--- src/rtl/irq_chain_pkg.sv ---
package irq_chain_pkg;

    // Position of the enable bit inside the control word
    localparam int EN_BIT = 0;

    // Condition of one cell, derived from its two flags
    typedef enum logic [1:0] {
        CELL_IDLE   = 2'd0,
        CELL_MASKED = 2'd1,
        CELL_ARMED  = 2'd2
    } cell_state_e;

    function automatic cell_state_e cell_state(input logic pending, input logic enabled);
        if (!pending)
            return CELL_IDLE;
        else if (!enabled)
            return CELL_MASKED;
        else
            return CELL_ARMED;
    endfunction

endpackage

--- src/rtl/irq_cell.sv ---
module irq_cell
    import irq_chain_pkg::*;
#(
    parameter int CTRL_W = 12,
    parameter int INFO_W = 4,
    localparam int BUS_W = INFO_W + CTRL_W
) (
    input  logic              clk,
    input  logic              rst,
    input  logic              wr,
    input  logic [CTRL_W-1:0] wdata,
    input  logic              ready,
    input  logic [INFO_W-1:0] info,
    input  logic              ack_in,
    output logic              ack_out,
    output logic              req_line,
    output logic              take,
    output logic [BUS_W-1:0]  drive,
    output logic              pend_q,
    output logic              en_q
);

    typedef struct packed {
        logic [CTRL_W-1:0] vector;
        logic              enable;
    } ctrl_t;

    ctrl_t       ctrl;
    cell_state_e state;

    always_ff @(posedge clk) begin
        if (rst) begin
            ctrl <= '0;
        end else if (wr) begin
            ctrl.vector         <= wdata;
            ctrl.vector[EN_BIT] <= 1'b0;
            ctrl.enable         <= wdata[EN_BIT];
        end
    end

    always_comb state = cell_state(pend_q, ctrl.enable);

    assign take     = ack_in && (state == CELL_ARMED);
    assign ack_out  = ack_in && (state != CELL_ARMED);
    assign req_line = (state == CELL_ARMED);
    assign drive    = take ? {info, ctrl.vector} : '0;
    assign en_q     = ctrl.enable;

    // A new ready event wins over the clear from a taken acknowledge
    always_ff @(posedge clk) begin
        if (rst)
            pend_q <= 1'b0;
        else if (ready)
            pend_q <= 1'b1;
        else if (take)
            pend_q <= 1'b0;
    end

endmodule

--- src/rtl/or_merge.sv ---
module or_merge #(
    parameter int N = 4,
    parameter int W = 16
) (
    input  logic [N-1:0][W-1:0] din,
    output logic [W-1:0]        dout
);

    logic [N:0][W-1:0] acc;

    assign acc[0] = '0;
    for (genvar i = 0; i < N; i++) begin : g_acc
        assign acc[i+1] = acc[i] | din[i];
    end
    assign dout = acc[N];

endmodule

--- src/rtl/irq_chain.sv ---
module irq_chain #(
    parameter int N_DEV  = 4,
    parameter int CTRL_W = 12,
    parameter int INFO_W = 4,
    localparam int BUS_W = INFO_W + CTRL_W
) (
    input  logic                    clk,
    input  logic                    rst,
    input  logic [N_DEV-1:0]        ctrl_wr,
    input  logic [CTRL_W-1:0]       ctrl_wdata,
    input  logic [N_DEV-1:0]        dev_ready,
    input  logic [N_DEV*INFO_W-1:0] dev_info,
    input  logic                    iack_in,
    output logic                    ireq,
    output logic                    iack_out,
    output logic [BUS_W-1:0]        vec_bus
);

    logic [N_DEV:0]                 ack_link;
    logic [N_DEV-1:0]               req_lines;
    logic [N_DEV-1:0]               take_vec;
    logic [N_DEV-1:0]               pend_vec;
    logic [N_DEV-1:0]               en_vec;
    logic [N_DEV-1:0][BUS_W-1:0]    drives;

    assign ack_link[0] = iack_in;

    for (genvar i = 0; i < N_DEV; i++) begin : g_cell
        irq_cell #(
            .CTRL_W(CTRL_W),
            .INFO_W(INFO_W)
        ) u_cell (
            .clk      (clk),
            .rst      (rst),
            .wr       (ctrl_wr[i]),
            .wdata    (ctrl_wdata),
            .ready    (dev_ready[i]),
            .info     (dev_info[i*INFO_W +: INFO_W]),
            .ack_in   (ack_link[i]),
            .ack_out  (ack_link[i+1]),
            .req_line (req_lines[i]),
            .take     (take_vec[i]),
            .drive    (drives[i]),
            .pend_q   (pend_vec[i]),
            .en_q     (en_vec[i])
        );
    end

    or_merge #(
        .N(N_DEV),
        .W(BUS_W)
    ) u_bus (
        .din  (drives),
        .dout (vec_bus)
    );

    assign ireq     = |req_lines;
    assign iack_out = ack_link[N_DEV];

endmodule

--- config.mk ---
export PLATFORM = sky130hd
export DESIGN_NAME = irq_chain
export DESIGN_NICKNAME = d
export VERILOG_FILES = /design/src/rtl/irq_chain_pkg.sv /design/src/rtl/irq_cell.sv /design/src/rtl/or_merge.sv /design/src/rtl/irq_chain.sv
export SDC_FILE = /design/constraint.sdc
export NUM_CORES = 1
export LEC_CHECK = 0
export ABC_AREA = 1
export CORE_MARGIN = 2
export CORE_UTILIZATION = 40
export CTS_CLUSTER_DIAMETER = 150
export CTS_CLUSTER_SIZE = 16
export DETAILED_ROUTE_END_ITERATION = 10
export PLACE_DENSITY = 0.67
export SETUP_SLACK_MARGIN = 0.4
export SLEW_MARGIN = 5
export SYNTH_ARGS = -nofsm -noshare
export SYNTH_HDL_FRONTEND = slang
export SYNTH_SLANG_ARGS = --single-unit
--- constraint.sdc ---
create_clock -name clk -period 1.63 [get_ports clk]
set_clock_uncertainty 0.15 [all_clocks]
set_input_delay 0.163 -clock clk [delete_from_list [all_inputs] [get_ports clk]]
set_output_delay 0.163 -clock clk [all_outputs]
set_load 0.03 [all_outputs]
==> summary.txt <==
Floorplan
  • Die area: 6599 um^2
  • Die height: 81.24 um
  • I/O Pins: 57
  • Initial core utilization: 40.78%
  • FP Rows: 28
  • Total core area: 5851 um^2
  • Die Width: 81.24 um

CTS
  • Clk sinks: 52
  • CTS tree: yes
  • CTS Buf Count: 5
  • Clock Pin Slew Worst Setup and Hold Paths: 0.09 ns
  • Hold_buf cts: 0
  • Clk buf depth: 2
  • H-tree level count: 2
  • Worst-skew pair later-pin latency: 0.30 ns
  • Clk root buf: clkbuf_8

GRT
  • First-pass GRT wire length: 11,320 um
  • Remaining Overflow, GRT: 0
  • Total Routing Usage GR: 22.76%
  • Largest net degree at the start of global routing: 53
  • Vias in the first global route: 2,357
  • Initial antenna violation count: 0

STA
  • Setup WS post-layout: -0.2324 ns
  • Final period util: 114.3%
  • RSZ-0062 raised after global routing: yes
  • Final min period: 1.862 ns
  • Setup violations, final: 16
  • Number of hold violations in the final report: 0
  • Slew Viols, Final: 0
  • F_max: 536.9 MHz

Logic synthesis
  • Mux cell area share after synthesis: 0%
  • Seq/Total Area, Yosys: 43.63%
  • Post-Syn Nets: 393
  • Post-Synth Simple-Gate Area: 35.82%
  • Most numerous cell in the Yosys netlist: nand2_1
  • Combinational family with the most area after synthesis: simple AND/OR/NAND/NOR gates
  • Post-Synth Adder-Cell Area: 0%
  • Most common library cells after synthesis: nand2_1, a21oi_1, dfxtp_1
  • Number of synthesized flops with an enable pin: 0
  • Post-Synthesis Cells: 354
  • Fraction of registers with async set/reset: 0%
  • Synthesized area per cell: 6.740 um^2
  • Area contributors post-synth: dfxtp_1, nand2_1, a21oi_1, nand3_1, inv_1
  • Area fraction of the dominant cell type after synthesis: 43.63%
  • Flop and latch count out of synthesis: 52
  • Post-synth top area cell: dfxtp_1
  • Synth Area in Compound Gates: 11.33%
  • Xor and xnor area share after synthesis: 0%
  • Post-Synthesis Cell Area: 2386 um^2
  • Top_reg_cell synth: dfxtp_1
  • Synth warn: 0
  • Yosys cell types: 19

Routing
  • First-iteration detailed-routing DRC count: 97
  • Routed via count: 2,477
  • Pre-antenna DRT Iters: 4
  • Final ANT Viol Nets: 0
  • Per-cell routed wire length: 14.27 um
  • Drt drc: 0
  • Total detailed-routing wirelength: 7079 um
  • Vias per cell: 4.994

Placed design
  • Final HPWL DP: 4645 um
  • PortBufs: 55
  • Place WS: -0.2260 ns
  • Gpl congestion: 0.8205
  • Area after DPL: 3232 um^2

Pwr
  • Max VDD drop: 0.4920 mV
  • Clock share of power: 32.5%
  • Power share of the sequential group: 51.0%
  • Internal: 2.011 mW
  • Power per cell area: 752.7 nW/um^2
  • Static leakage: 1.690 nW
  • Sw Ratio: 26.13%
  • Psw: 711.5 uW
  • Combinational fraction of design power: 16.5%

Critical path
  • Reg2reg start: g_cell[1].u_cell.pend_q$_SDFFE_PP0P_
  • Critical Path Source: g_cell[1].u_cell.pend_q$_SDFFE_PP0P_
  • CP startpoint kind: flip-flop
  • WS Path Type: reg -> out
  • WP data required: 1.32 ns
  • Crit-path max FO: 7
  • Critical R2R Capture: g_cell[2].u_cell.pend_q$_SDFFE_PP0P_
  • Worst setup EP type: output pin
  • Worst setup path endpoint: vec_bus[5]
  • Arrival time at the worst endpoint: 1.55 ns
  • FF-to-FF setup slack: 0.31 ns
  • Cells on worst reg2reg path: 7

Run
  • Max-Cap Viols: 0

Finish
  • Share of cells above drive strength 1: 25.65%
  • Fillers: 532
  • Number of inserted diodes: 0
  • Final instance area: 3617 um^2
  • Area of the multi-input gates: 1416 um^2
  • FF+latch area: 1046 um^2
  • Layout area overhead: 51.60%
  • Nets: 459

Worst hold path
  • Hold Path Class: in -> reg

Outcome
  • Status: complete, but fails checks
  • Failing checks: setup timing
-- power by group through the flow --
stage / clock network (mW) / registers (mW) / logic (mW)
6_report: 0.886 / 1.39 / 0.449
5_1_grt: 0.966 / 1.40 / 0.485
4_1_cts: 0.903 / 1.39 / 0.447
3_5_place_dp: 0 / 1.41 / 0.409
3_3_place_gp: 0 / 1.41 / 0.405
2_1_floorplan: 0 / 1.40 / 0.213
-- how the worst min path moves through the flow --
stage	slack, ns	startpoint	endpoint	depth (start not counted)
floorplan	0.13	dev_ready[0]	g_cell[0].u_cell.pend_q$_SDFFE_PP0P_	2
global placement	0.30	g_cell[1].u_cell.ctrl[11]$_SDFFE_PP0P_	g_cell[1].u_cell.ctrl[11]$_SDFFE_PP0P_	2
detailed placement	0.30	g_cell[0].u_cell.ctrl[12]$_SDFFE_PP0P_	g_cell[0].u_cell.ctrl[12]$_SDFFE_PP0P_	2
CTS	0.24	dev_ready[3]	g_cell[3].u_cell.pend_q$_SDFFE_PP0P_	3
global route	0.26	dev_ready[3]	g_cell[3].u_cell.pend_q$_SDFFE_PP0P_	3
finish	0.25	dev_ready[3]	g_cell[3].u_cell.pend_q$_SDFFE_PP0P_	3
-- cells by family after synthesis --
group,count (synthesis)
and+or+nand+nor,202
AOI/OAI and AO/OA,54
DFF,52
buffers and inverters,45
other,1
-- placed cells by master, fill, tap and decap left out, types with 3 or more instances in the layout --
| master | Yosys | routed |
|---|---|---|
| buf_6 | 4 | 20 |
| nand2_1 | 161 | 140 |
| nand3_2 | 1 | 14 |
| nand3_1 | 31 | 10 |
| nand2_4 | 1 | 10 |
| inv_1 | 24 | 22 |
| nand2_2 | 2 | 13 |
| dfxtp_2 | 0 | 4 |
| dfxtp_1 | 52 | 48 |
| buf_4 | 1 | 14 |
| clkdlybuf4s50_1 | 0 | 38 |
| clkbuf_8 | 0 | 5 |
| inv_2 | 1 | 3 |
| a21oi_1 | 52 | 52 |
| nor2_4 | 3 | 4 |
| nand3_4 | 0 | 8 |
| buf_12 | 0 | 6 |
-- per-stage QoR --
stage               hold WS [ns]  util (%)  instances  setup TNS [ns]  total power [mW]
finish                    0.2516     61.83        496          -3.256             2.723
global route              0.2624     61.83        496          -4.355             2.850
CTS                       0.2396     61.10        495          -3.457             2.736
detailed placement        0.3035     55.24        481          -2.543             1.821
global placement          0.2979     55.24        481          -2.581             1.814
floorplan                 0.1303         -        354               0             1.617
-- critical path: stages (launching register included) --
cell,delay (ns)
dfxtp_2,0.34
nand2_4,0.07
buf_6,0.12
nand3_4,0.07
nor2_4,0.18
clkbuf_16,0.21
nand2_2,0.05
nand3_2,0.07
buf_6,0.13
-- metal layers --
metal	vias up	part of all wire, %	global-route usage [%]	wire [um]
li1	1241	-	-	-
met1	1148	42	27.40	2999
met2	80	49	40.74	3474
met3	8	6.9	4.556	488
met4	0	1.7	6.780	118
met5	-	0	0	0
-- sequential cells by signal, indices dropped and copies added (netlist names) --
name,cells
g_cell.u_cell.ctrl,44
g_cell.u_cell.en_q,4
g_cell.u_cell.pend_q,4
-- layout make-up --
type                       count  share of cell area (%)
timing repair buffer          79                   23.66
clock inverter                 3                   1.176
inverter                      25                   2.594
tap                           75                   2.594
multi-input combinational    257                   39.16
sequential                    52                   28.92
clock buffer                   5                   1.902
-- timing repair --
action                     4_1_cts  5_1_grt
setup endpoints to repair       19       19
gates cloned                     1        0
setup buffers                    5        1
pin swaps                       13       11
resized for setup               50       13
(Power assumes the default switching activity.)
